--- src/rtl/cfb_pkg.sv ---
package cfb_pkg;

  // Task-file register offsets (decoded by the card)
  localparam logic [2:0] REG_DATA    = 3'd0;
  localparam logic [2:0] REG_FEAT    = 3'd1;
  localparam logic [2:0] REG_COUNT   = 3'd2;
  localparam logic [2:0] REG_LBA_LO  = 3'd3;
  localparam logic [2:0] REG_LBA_MID = 3'd4;
  localparam logic [2:0] REG_LBA_HI  = 3'd5;
  localparam logic [2:0] REG_DRVHD   = 3'd6;
  localparam logic [2:0] REG_STATCMD = 3'd7;

  // Values written
  localparam logic [7:0] VAL_DRV0_LBA = 8'hE0;
  localparam logic [7:0] VAL_8BIT     = 8'h01;
  localparam logic [7:0] CMD_SETFEAT  = 8'hEF;
  localparam logic [7:0] CMD_RDSECT   = 8'h20;

  // Status bit positions
  localparam int ST_BSY = 7;
  localparam int ST_DRQ = 3;
  localparam int ST_ERR = 0;

  localparam int SECTOR_BYTES = 512;

  typedef enum logic [3:0] {
    SQ_WAIT_RDY, SQ_SEL_DRIVE, SQ_FEAT_ARG, SQ_FEAT_CMD, SQ_FEAT_WAIT,
    SQ_LBA_LO, SQ_LBA_MID, SQ_LBA_HI, SQ_COUNT, SQ_READ_CMD,
    SQ_POLL, SQ_FETCH, SQ_DONE, SQ_FAULT
  } seq_state_e;

  typedef enum logic [1:0] {PH_IDLE, PH_SETUP, PH_STROBE, PH_HOLD} bus_phase_e;

  typedef struct packed {
    logic       wr;
    logic [2:0] reg_sel;
    logic [7:0] wdata;
  } bus_req_t;

  function automatic int f_total_bytes(int sectors);
    return sectors * SECTOR_BYTES;
  endfunction

  function automatic int f_access_span(int setup_c, int strobe_c, int hold_c);
    return setup_c + strobe_c + hold_c;
  endfunction

  // Register access that a sequencer state performs
  function automatic bus_req_t f_access(seq_state_e s, logic [7:0] count);
    bus_req_t r;
    r.wr      = 1'b1;
    r.reg_sel = REG_STATCMD;
    r.wdata   = 8'h00;
    case (s)
      SQ_SEL_DRIVE: begin r.reg_sel = REG_DRVHD;   r.wdata = VAL_DRV0_LBA; end
      SQ_FEAT_ARG:  begin r.reg_sel = REG_FEAT;    r.wdata = VAL_8BIT;     end
      SQ_FEAT_CMD:  begin r.reg_sel = REG_STATCMD; r.wdata = CMD_SETFEAT;  end
      SQ_LBA_LO:    r.reg_sel = REG_LBA_LO;
      SQ_LBA_MID:   r.reg_sel = REG_LBA_MID;
      SQ_LBA_HI:    r.reg_sel = REG_LBA_HI;
      SQ_COUNT:     begin r.reg_sel = REG_COUNT;   r.wdata = count;        end
      SQ_READ_CMD:  begin r.reg_sel = REG_STATCMD; r.wdata = CMD_RDSECT;   end
      SQ_FETCH:     begin r.wr = 1'b0; r.reg_sel = REG_DATA; end
      default:      r.wr = 1'b0;   // status polls
    endcase
    return r;
  endfunction

endpackage

--- src/rtl/cfb_bus_port.sv ---
module cfb_bus_port
  import cfb_pkg::*;
#(
  parameter int SETUP_CYC  = 1,
  parameter int STROBE_CYC = 2,
  parameter int HOLD_CYC   = 1
) (
  input  logic       clk,
  input  logic       rst_n,
  input  logic       req_valid,
  input  bus_req_t   req,
  output logic       acc_done,
  output logic [7:0] acc_rdata,
  output logic [2:0] ide_addr,
  output logic       ide_rd_n,
  output logic       ide_wr_n,
  output logic [7:0] ide_dout,
  output logic       ide_doe,
  input  logic [7:0] ide_din
);

  localparam int SPAN = f_access_span(SETUP_CYC, STROBE_CYC, HOLD_CYC);
  localparam int CW   = $clog2(SPAN + 1);
  localparam logic [CW-1:0] SETUP_LAST  = CW'(SETUP_CYC - 1);
  localparam logic [CW-1:0] STROBE_LAST = CW'(STROBE_CYC - 1);
  localparam logic [CW-1:0] HOLD_LAST   = CW'(HOLD_CYC - 1);

  bus_phase_e    phase;
  logic [CW-1:0] cnt;
  bus_req_t      lat;

  // named events
  logic evt_start, evt_strobe_end, evt_hold_end;
  assign evt_start      = (phase == PH_IDLE) && req_valid && !acc_done;
  assign evt_strobe_end = (phase == PH_STROBE) && (cnt == STROBE_LAST);
  assign evt_hold_end   = (phase == PH_HOLD) && (cnt == HOLD_LAST);

  always_ff @(posedge clk or negedge rst_n) begin
    if (!rst_n) begin
      phase     <= PH_IDLE;
      cnt       <= '0;
      lat       <= '0;
      acc_done  <= 1'b0;
      acc_rdata <= 8'h00;
    end else begin
      acc_done <= 1'b0;
      case (phase)
        PH_IDLE: if (evt_start) begin
          lat   <= req;
          phase <= PH_SETUP;
          cnt   <= '0;
        end
        PH_SETUP: begin
          if (cnt == SETUP_LAST) begin
            phase <= PH_STROBE;
            cnt   <= '0;
          end else cnt <= cnt + 1'b1;
        end
        PH_STROBE: begin
          if (evt_strobe_end) begin
            phase <= PH_HOLD;
            cnt   <= '0;
            if (!lat.wr) acc_rdata <= ide_din;
          end else cnt <= cnt + 1'b1;
        end
        default: begin
          if (evt_hold_end) begin
            phase    <= PH_IDLE;
            cnt      <= '0;
            acc_done <= 1'b1;
          end else cnt <= cnt + 1'b1;
        end
      endcase
    end
  end

  assign ide_addr = lat.reg_sel;
  assign ide_dout = lat.wdata;
  assign ide_doe  = lat.wr && (phase != PH_IDLE);
  assign ide_rd_n = !((phase == PH_STROBE) && !lat.wr);
  assign ide_wr_n = !((phase == PH_STROBE) && lat.wr);

  AST_ONE_STROBE: assert property (@(posedge clk) disable iff (!rst_n)
    !(!ide_rd_n && !ide_wr_n));

  AST_ADDR_STABLE_LOW: assert property (@(posedge clk) disable iff (!rst_n)
    ((!ide_rd_n || !ide_wr_n) && $past(!ide_rd_n || !ide_wr_n)) |-> $stable(ide_addr));

  AST_DONE_PULSE: assert property (@(posedge clk) disable iff (!rst_n)
    acc_done |=> !acc_done);

  AST_HOLD_AFTER_STROBE: assert property (@(posedge clk) disable iff (!rst_n)
    ($rose(ide_rd_n) || $rose(ide_wr_n)) |-> $stable(ide_addr));

endmodule

--- src/rtl/cfb_load_ctr.sv ---
module cfb_load_ctr #(
  parameter int              AW    = 16,
  parameter logic [AW-1:0]   BASE  = '0,
  parameter int              TOTAL = 512
) (
  input  logic          clk,
  input  logic          rst_n,
  input  logic          step,
  output logic [AW-1:0] addr
);

  localparam int NW = $clog2(TOTAL + 1);

  logic [NW-1:0] loaded;

  always_ff @(posedge clk or negedge rst_n) begin
    if (!rst_n) begin
      addr   <= BASE;
      loaded <= '0;
    end else if (step) begin
      addr   <= addr + 1'b1;
      loaded <= loaded + 1'b1;
    end
  end

  AST_ADDR_STEP: assert property (@(posedge clk) disable iff (!rst_n)
    step |=> addr == $past(addr) + 1'b1);

  AST_ADDR_HOLD: assert property (@(posedge clk) disable iff (!rst_n)
    !step |=> $stable(addr));

  AST_LOAD_LIMIT: assert property (@(posedge clk) disable iff (!rst_n)
    step |-> loaded < NW'(TOTAL));

endmodule

--- src/rtl/cfb_sequencer.sv ---
module cfb_sequencer
  import cfb_pkg::*;
#(
  parameter int SECTORS = 1
) (
  input  logic       clk,
  input  logic       rst_n,
  input  logic       acc_done,
  input  logic [7:0] acc_rdata,
  output logic       acc_valid,
  output bus_req_t   acc_req,
  output logic       ram_we,
  output logic [7:0] ram_wdata,
  output logic       boot_done,
  output logic       boot_err
);

  localparam logic [7:0] COUNT8 = 8'(SECTORS);

  seq_state_e state, nxt;
  logic       last_stat_bsy;

  // named events
  logic is_status_read, evt_status_clear, evt_fault_seen, evt_byte_taken, evt_cmd_write;
  assign is_status_read   = !acc_req.wr && (acc_req.reg_sel == REG_STATCMD);
  assign evt_status_clear = acc_done && is_status_read && !acc_rdata[ST_BSY];
  assign evt_fault_seen   = evt_status_clear && acc_rdata[ST_ERR] &&
                            (state == SQ_FEAT_WAIT || state == SQ_POLL);
  assign evt_byte_taken   = acc_done && (state == SQ_FETCH);
  assign evt_cmd_write    = acc_done && acc_req.wr && (acc_req.reg_sel == REG_STATCMD);

  assign acc_valid = (state != SQ_DONE) && (state != SQ_FAULT);
  assign acc_req   = f_access(state, COUNT8);

  always_comb begin
    nxt = state;
    if (acc_done) begin
      case (state)
        SQ_WAIT_RDY:  if (evt_status_clear) nxt = SQ_SEL_DRIVE;
        SQ_SEL_DRIVE: nxt = SQ_FEAT_ARG;
        SQ_FEAT_ARG:  nxt = SQ_FEAT_CMD;
        SQ_FEAT_CMD:  nxt = SQ_FEAT_WAIT;
        SQ_FEAT_WAIT: if (evt_fault_seen) nxt = SQ_FAULT;
                      else if (evt_status_clear) nxt = SQ_LBA_LO;
        SQ_LBA_LO:    nxt = SQ_LBA_MID;
        SQ_LBA_MID:   nxt = SQ_LBA_HI;
        SQ_LBA_HI:    nxt = SQ_COUNT;
        SQ_COUNT:     nxt = SQ_READ_CMD;
        SQ_READ_CMD:  nxt = SQ_POLL;
        SQ_POLL: begin
          if (evt_fault_seen) nxt = SQ_FAULT;
          else if (evt_status_clear) nxt = acc_rdata[ST_DRQ] ? SQ_FETCH : SQ_DONE;
        end
        SQ_FETCH:     nxt = SQ_POLL;
        default:      nxt = state;
      endcase
    end
  end

  always_ff @(posedge clk or negedge rst_n) begin
    if (!rst_n) begin
      state         <= SQ_WAIT_RDY;
      last_stat_bsy <= 1'b1;
      ram_we        <= 1'b0;
      ram_wdata     <= 8'h00;
    end else begin
      state  <= nxt;
      ram_we <= evt_byte_taken;
      if (evt_byte_taken) ram_wdata <= acc_rdata;
      if (acc_done && is_status_read) last_stat_bsy <= acc_rdata[ST_BSY];
    end
  end

  assign boot_done = (state == SQ_DONE);
  assign boot_err  = (state == SQ_FAULT);

  AST_CMD_AFTER_READY: assert property (@(posedge clk) disable iff (!rst_n)
    evt_cmd_write |-> !last_stat_bsy);

  AST_WE_FROM_FETCH: assert property (@(posedge clk) disable iff (!rst_n)
    ram_we |-> $past(state) == SQ_FETCH);

  AST_DONE_STICKY: assert property (@(posedge clk) disable iff (!rst_n)
    boot_done |=> boot_done && !boot_err);

  AST_FAULT_STICKY: assert property (@(posedge clk) disable iff (!rst_n)
    boot_err |=> boot_err && !ram_we);

  AST_FETCH_AFTER_DRQ: assert property (@(posedge clk) disable iff (!rst_n)
    (state == SQ_FETCH && $past(state) != SQ_FETCH) |-> $past(acc_rdata[ST_DRQ]));

endmodule

--- src/rtl/cf_boot_loader.sv ---
module cf_boot_loader
  import cfb_pkg::*;
#(
  parameter int                  SECTORS    = 1,
  parameter int                  RAM_AW     = 16,
  parameter logic [RAM_AW-1:0]   LOAD_BASE  = 'h0200,
  parameter int                  SETUP_CYC  = 1,
  parameter int                  STROBE_CYC = 2,
  parameter int                  HOLD_CYC   = 1
) (
  input  logic              clk,
  input  logic              rst_n,
  output logic [2:0]        ide_addr,
  output logic              ide_rd_n,
  output logic              ide_wr_n,
  output logic [7:0]        ide_dout,
  output logic              ide_doe,
  input  logic [7:0]        ide_din,
  output logic              ram_we,
  output logic [RAM_AW-1:0] ram_addr,
  output logic [7:0]        ram_wdata,
  output logic              boot_done,
  output logic              boot_err,
  output logic              cpu_rst_n
);

  localparam int TOTAL = f_total_bytes(SECTORS);

  logic       acc_valid, acc_done;
  bus_req_t   acc_req;
  logic [7:0] acc_rdata;
  logic       cpu_rel_q;

  cfb_sequencer #(.SECTORS(SECTORS)) u_seq (
    .clk       (clk),
    .rst_n     (rst_n),
    .acc_done  (acc_done),
    .acc_rdata (acc_rdata),
    .acc_valid (acc_valid),
    .acc_req   (acc_req),
    .ram_we    (ram_we),
    .ram_wdata (ram_wdata),
    .boot_done (boot_done),
    .boot_err  (boot_err)
  );

  cfb_bus_port #(
    .SETUP_CYC  (SETUP_CYC),
    .STROBE_CYC (STROBE_CYC),
    .HOLD_CYC   (HOLD_CYC)
  ) u_port (
    .clk       (clk),
    .rst_n     (rst_n),
    .req_valid (acc_valid),
    .req       (acc_req),
    .acc_done  (acc_done),
    .acc_rdata (acc_rdata),
    .ide_addr  (ide_addr),
    .ide_rd_n  (ide_rd_n),
    .ide_wr_n  (ide_wr_n),
    .ide_dout  (ide_dout),
    .ide_doe   (ide_doe),
    .ide_din   (ide_din)
  );

  cfb_load_ctr #(
    .AW    (RAM_AW),
    .BASE  (LOAD_BASE),
    .TOTAL (TOTAL)
  ) u_ctr (
    .clk   (clk),
    .rst_n (rst_n),
    .step  (ram_we),
    .addr  (ram_addr)
  );

  always_ff @(posedge clk or negedge rst_n) begin
    if (!rst_n) cpu_rel_q <= 1'b0;
    else        cpu_rel_q <= boot_done;
  end
  assign cpu_rst_n = cpu_rel_q;

  AST_RELEASE_AFTER_DONE: assert property (@(posedge clk) disable iff (!rst_n)
    $rose(cpu_rst_n) |-> $past(boot_done));

  AST_HELD_ON_FAULT: assert property (@(posedge clk) disable iff (!rst_n)
    boot_err |-> !cpu_rst_n);

  AST_NO_ACCESS_AFTER_END: assert property (@(posedge clk) disable iff (!rst_n)
    (boot_done || boot_err) && $past(boot_done || boot_err) |-> ide_rd_n && ide_wr_n);

  AST_EXCLUSIVE_END: assert property (@(posedge clk) disable iff (!rst_n)
    !(boot_done && boot_err));

endmodule

--- config.mk ---
export PLATFORM = sky130hd
export DESIGN_NAME = cf_boot_loader
export DESIGN_NICKNAME = d
export VERILOG_FILES = /design/src/rtl/cfb_pkg.sv /design/src/rtl/cfb_bus_port.sv /design/src/rtl/cfb_load_ctr.sv /design/src/rtl/cfb_sequencer.sv /design/src/rtl/cf_boot_loader.sv
export SDC_FILE = /design/constraint.sdc
export NUM_CORES = 1
export LEC_CHECK = 0
export BUFFER_PORTS_ARGS = -buffer_cell sky130_fd_sc_hd__buf_2
export CAP_MARGIN = 30
export CORE_ASPECT_RATIO = 1.4
export CORE_MARGIN = 10
export CORE_UTILIZATION = 45
export CTS_CLUSTER_SIZE = 12
export DETAILED_ROUTE_END_ITERATION = 8
export GPL_TIMING_DRIVEN = 1
export MAX_ROUTING_LAYER = met4
export PLACE_DENSITY = 0.66
export SYNTH_ARGS = -nofsm -noshare
export SYNTH_HDL_FRONTEND = slang
export SYNTH_SLANG_ARGS = --single-unit
--- constraint.sdc ---
create_clock -name clk -period 1.7 [get_ports clk]
set_input_delay 0.425 -clock clk [delete_from_list [all_inputs] [get_ports clk]]
set_output_delay 0.425 -clock clk [all_outputs]
set_load 0.01 [all_outputs]
# Yosys cells after proc, flatten, opt, wreduce, memory -nomap -nowiden
# Index checks and enable logic that the tools add are counted.
dict set report word_totals {
  register_bits 56
  elab_cells 98
}
dict set report op_classes {
  n_addsub 2
  eq_ne 26
  mux 22
  n_bitwise 1
  reduce_logical 35
}
# cell count
set op_table {}
lappend op_table {{one-hot mux 4 bit (11 select lines)} 1}
lappend op_table {{one-hot mux 8 bit (4 select lines)} 1}
lappend op_table {{== test 4 bit, second input constant} 6}
lappend op_table {{one-hot mux 3 bit (7 select lines)} 1}
lappend op_table {{two-way mux 4 bit} 5}
lappend op_table {{adder 16 x 1 -> 16 bit, second input constant} 1}
lappend op_table {{== test 4 x 3 -> 1 bit, second input constant} 4}
lappend op_table {{two-way mux 3 bit} 5}
lappend op_table {{logical AND 1 bit} 14}
lappend op_table {{nonzero test 11 bit} 1}
lappend op_table {{one-hot mux 3 bit (3 select lines)} 1}
lappend op_table {{== test 4 x 2 -> 1 bit, second input constant} 2}
lappend op_table {{two-way mux 2 bit} 4}
lappend op_table {{inequality test 2 x 1 -> 1 bit, second input constant} 4}
lappend op_table {{inequality test 4 bit, second input constant} 2}
lappend op_table {{OR reduction 8 bit} 1}
lappend op_table {{logical NOT 1 bit} 6}
lappend op_table {{inequality test 3 x 1 -> 1 bit, second input constant} 2}
lappend op_table {{one-hot mux 2 bit (3 select lines)} 1}
lappend op_table {{AND reduction 5 bit} 1}
lappend op_table {{== test 2 bit, second input constant} 2}
lappend op_table {{== test 4 x 1 -> 1 bit, second input constant} 1}
lappend op_table {{logical NOT 4 bit} 1}
lappend op_table {{AND reduction 4 bit} 1}
lappend op_table {{other kinds (15)} 18}

# Logic depth before layout (Yosys ltp)
dict set report depth {
  depth_word 11
  mapped_depth 6
  mapped_depth_nobuf 6
}

# Cells and area by module
# From an unflattened synthesis, not the netlist that was laid out.
dict set report unflattened {
  cells_unflattened 248
  area_unflattened_um2 2901.5
}
# mod instances cells_each area_each_um2 seq_area_each_um2
set modules_own_cells {}
lappend modules_own_cells {cfb_bus_port 1 102 1291.2 650.6}
lappend modules_own_cells {cfb_sequencer 1 89 888.4 325.3}
lappend modules_own_cells {cfb_load_ctr 1 56 696.9 401.6}
lappend modules_own_cells {cf_boot_loader 1 1 25.0 25.0}

# Worst setup path before layout
# OpenSTA, ideal clock, no wires.
dict set report synth_timing {
  path_kind {reg2reg}
  startpoint {register u_port.phase[0]}
  endpoint {register u_port.acc_rdata[0]}
  arrival_time_ns 1.521
  t_required_ns 1.575
  setup_slack_ns 0.055
  path_stages_with_launch 6
  path_buffers 0
  period_less_slack_ns 1.645
  path_cell_list {dfrtp_1 inv_1 ha_1 nand2b_1 nor2_2 mux2_2}
}
dict set report synth_via {
  elab_chain_cells 3
}
# item line_no
set synth_lines {}
lappend synth_lines {{start, declared} cfb_bus_port.sv:28} ;# bus_phase_e phase;
lappend synth_lines {{start signal, assigned} cfb_bus_port.sv:40} ;# phase <= PH_IDLE;
lappend synth_lines {{start signal, assigned} cfb_bus_port.sv:50} ;# phase <= PH_SETUP;
lappend synth_lines {{start signal, assigned} cfb_bus_port.sv:55} ;# phase <= PH_STROBE;
lappend synth_lines {{== test 2 bit *} {cfb_bus_port.sv:35, cfb_bus_port.sv:47}}
lappend synth_lines {{logical AND 1 bit} cfb_bus_port.sv:35} ;# assign evt_strobe_end = (phase == PH_STROBE) && (cnt == STROBE_LAST);
lappend synth_lines {{AND reduction 3 bit (no source line) *} -}
lappend synth_lines {{end signal, assigned} cfb_bus_port.sv:63} ;# if (!lat.wr) acc_rdata <= ide_din;
lappend synth_lines {{end, declared} cfb_bus_port.sv:13} ;# output logic [7:0] acc_rdata,
# Every way passes the cells marked *; elsewhere a longest branch is shown, timed or not.
# A chain may end at the register's enable or synchronous reset.

# Worst setup path in the final report
dict set report layout_timing {
  startpoint {register u_port.phase[0]}
  endpoint {output port ide_rd_n}
}
dict set report layout_via {
  elab_chain_cells 3
}
# item line_no
set layout_lines {}
lappend layout_lines {{== test 2 bit} cfb_bus_port.sv:80} ;# assign ide_rd_n = !((phase == PH_STROBE) && !lat.wr);
lappend layout_lines {{logical AND 1 bit} cfb_bus_port.sv:80}
lappend layout_lines {{logical NOT 1 bit} cfb_bus_port.sv:80}
lappend layout_lines {{end, declared} cf_boot_loader.sv:14} ;# output logic ide_rd_n,
# No other way between the ends.

==> summary.md <==
| Metric | Value |
|---|---|
| Maximum capacitance violations | `0` |
| Reg-to-reg slack, setup | `0.03 ns` |
| Vias in the first global route | `2055` |
| Cell taking the most area after synthesis | `dfrtp_1` |
| Count leader, synth | `dfrtp_1` |
| Synth async-reset ratio | `100.0%` |
| First-pass GRT wire length | `9.604 mm` |
| Placed Area | `3052 um2` |
| Post-Syn Instances | `243` |
| GR Util All Layers | `12.20%` |
| Die span in x | `85.33 um` |
| CP delay by family, top | `flip-flops` |
| Syn avg cell area | `11.07 um2` |
| Max-slew violation count | `0` |
| Clock Sinks | `52` |
| Leak pwr | `1.708 nW` |
| Synth area leaders | `dfrtp_1 47%, mux2_2 6.7%, xor2_1 4.6%` |
| Wirelength, routed | `5.637 mm` |
| Seq/Total Area, Yosys | `48.44%` |
| Number of buffers and inverters on the critical path | `2` |
| Layout Utilization | `56.39%` |
| Layout Cells excl Fill | `375` |
| Die Area | `9511 um2` |
| Worst Path Required | `1.27 ns` |
| Area of the multi-input gates | `1280 um2` |
| Initial Utilization | `46.19%` |
| Finished Cell Area | `3283 um2` |
| Worst R2R Path Depth | `4` |
| Synthesized area | `2689 um2` |
| Sequential Area | `1306 um2` |
| Final Cycle Share | `98.50%` |
| Total gr overflow | `0` |
| Core Area | `5822 um2` |
| First DRT Iteration DRCs | `100` |
| Synth cell count leaders | `51 x dfrtp_1, 24 x nand2_1, 16 x mux2_2` |
| Initial antenna violation count | `0` |
| Worst-Skew Late Latency | `0.31 ns` |
| Worst vdd ir | `722.3 uV` |
| Row cnt | `33` |
| Power density cells | `1465 nW/um2` |
| Root buf cell | `clkbuf_8` |
| FF-to-FF End | `u_port.phase[1]$_DFFE_PN0P_` |
| Fmax | `597.2 MHz` |
| CTS tree | `done` |
| CP max stage delay | `0.42 ns` |
| Yosys warning count | `0` |
| Hold Violations, Final | `0` |
| Clk_skew | `0.006629 ns` |
| Wire length per cell | `15.03 um` |
| Fillers | `525` |
| Crit Path Max Fanout | `5` |
| Crit path DAT | `1.25 ns` |
| Worst r2r src | `u_port.phase[1]$_DFFE_PN0P_` |
| Met1 GRT Util | `13.01%` |
| Ys flop type | `dfrtp_1` |
| Met3 GRT Util | `2.918%` |
| Crit Path Class | `flop to output pin` |
| Final worst slack | `0.02551 ns` |
| Top cell type's share of synthesized area | `47.46%` |
| FF+latch count, synth | `52` |
| Crit start category | `flop` |
| EDFF count, synth | `0` |
| Worst slack, placed | `0.004905 ns` |
| Unrepaired setup endpoints after global routing | `yes` |
| Inst Count DP | `359` |
| Crit path capture type | `output pin` |
| Largest net degree at the start of global routing | `26` |
| Clock Tree Buf Depth | `2` |
| Diode count | `0` |
| Setup-failing EPs final | `0` |
| Slowest cell on crit path | `dfrtp_1` |
| Chip height | `111.5 um` |
| Mapped Nets | `261` |
| Number of distinct library cells after synthesis | `50` |
| GRT busiest layer | `met2` |
| Tmin final | `1.674 ns` |
| H-Tree Depth | `2` |
| Status | `completed` |
| Routability cong. | `0.8604` |
| Buffers on Ports | `50` |
| Cts bufs inserted | `5` |
| Min-delay worst type | `input port to asynchronous set/reset pin` |
| Syn-to-layout area delta | `22.10%` |
| Critical Path, Cell by Cell | `inv_2 > ha_4 > nand2b_1 > buf_2` |
| Met2 usage | `21.04%` |
| DP HPWL | `4.261 mm` |
| Hold Buf Count CTS | `0` |
| Antenna-violating nets left | `0` |
| Vias | `1980` |
| Vias per inst | `5.280` |
| Clock slew at reported path FFs | `0.10 ns` |
| Pre-antenna DRT Iters | `4` |
| Final net count | `322` |
| Ports | `52` |
| Fraction of layout cells with a size suffix above 1 | `40.66%` |
| DRC viols | `0` |
-- stage by stage --
stage | TNS, ns | total power [mW] | hold WS, ns
after detailed placement | 0 | 3.770 | 0.3971
after CTS | -0.01569 | 4.659 | 0.05523
final | 0 | 4.811 | 0.04110
after global routing | -0.03911 | 5.161 | 0.05488
after floorplan | 0 | 3.282 | 0.1294
after global placement | 0 | 3.714 | 0.3862
-- sequential cells by signal (all words and copies together) (netlist names) --
register          count
u_seq.ram_wdata       8
u_ctr.addr           16
u_port.phase          2
u_seq.state           4
u_port.cnt            3
u_port.ide_dout       4
cpu_rst_n             1
u_port.lat            1
u_port.acc_done       1
u_port.acc_rdata      8
u_seq.ram_we          1
u_port.ide_addr       3
-- what timing repair did --
action | in CTS | in global routing
gates cloned | 0 | 0
pin swaps | 1 | 3
buffers inserted | 3 | 5
gates resized for setup | 11 | 7
setup endpoints to repair | 6 | 8
-- how the worst max path moves through the flow --
stage | startpoint | end | slack [ns] | cells after the start
2_1_floorplan | u_port.phase[0]$_DFFE_PN0P_ | u_port.acc_rdata[0]$_DFFE_PN0P_ | 0.05 | 5
3_3_place_gp | u_port.phase[0]$_DFFE_PN0P_ | u_port.phase[1]$_DFFE_PN0P_ | 0.04 | 6
3_5_place_dp | u_port.phase[0]$_DFFE_PN0P_ | u_port.phase[1]$_DFFE_PN0P_ | 0.005 | 6
4_1_cts | u_port.phase[1]$_DFFE_PN0P_ | ide_doe | -0.02 | 4
5_1_grt | u_port.cnt[0]$_DFFE_PN0N_ | u_port.phase[1]$_DFFE_PN0P_ | -0.02 | 5
6_report | u_port.phase[0]$_DFFE_PN0P_ | ide_rd_n | 0.03 | 4
-- layout make-up --
cell class | instances | share of cell area [%]
multi-input combinational | 160 | 38.99
clock inverter | 2 | 0.4192
sequential | 52 | 39.79
inverter | 11 | 1.258
clock buffer | 6 | 2.515
timing repair buffer | 74 | 14.37
tap | 70 | 2.668
-- worst register-to-register path, delay by kind of cell, from the launching register on --
kind / cells / cell delay, ns
fa+ha+maj: 1 / 0.22
simple gates: 1 / 0.22
flops: 1 / 0.46
mux: 1 / 0.36
compound gates: 1 / 0.30
-- cells in the final DEF, fill, tap and decap left out, drive strengths merged, types with 4 or more instances in the layout --
| cell | count |
|---|---|
| a211oi | 4 |
| a21o | 6 |
| a21oi | 4 |
| buf | 74 |
| clkbuf | 6 |
| dfrtp | 51 |
| ha | 8 |
| inv | 12 |
| mux2 | 16 |
| nand2 | 24 |
| nand2b | 5 |
| nand3 | 5 |
| nand4 | 5 |
| nor2 | 12 |
| nor3 | 6 |
| o21ai | 7 |
| xnor2 | 5 |
| xor2 | 14 |
-- layer usage --
layer	vias to the layer above	routed length, um	part of all wire (%)
met5	-	0	0
met2	39	3049	54
li1	955	-	-
met4	0	123	2.2
met1	977	2191	39
met3	9	273	4.8
-- cell families (layout without fill, tap and decap cells) --
kind of cell / count (synthesis) / count (layout) / share of synthesized area (%)
simple gates: 73 / 73 / 16.24
flops: 52 / 52 / 48.44
compound gates: 41 / 41 / 11.35
buf+inv: 31 / 93 / 6.468
xor+xnor: 19 / 19 / 6.189
mux: 18 / 18 / 7.445
fa+ha+maj: 8 / 8 / 3.723
other cells: 1 / 1 / 0.1395
-- report_power, final --
group	total, mW	internal (mW)	switching [mW]
logic	2.25	1.15	1.10
registers	1.81	1.54	0.270
clock network	0.757	0.334	0.423
No activity file was read; power rests on OpenSTA's default activity.
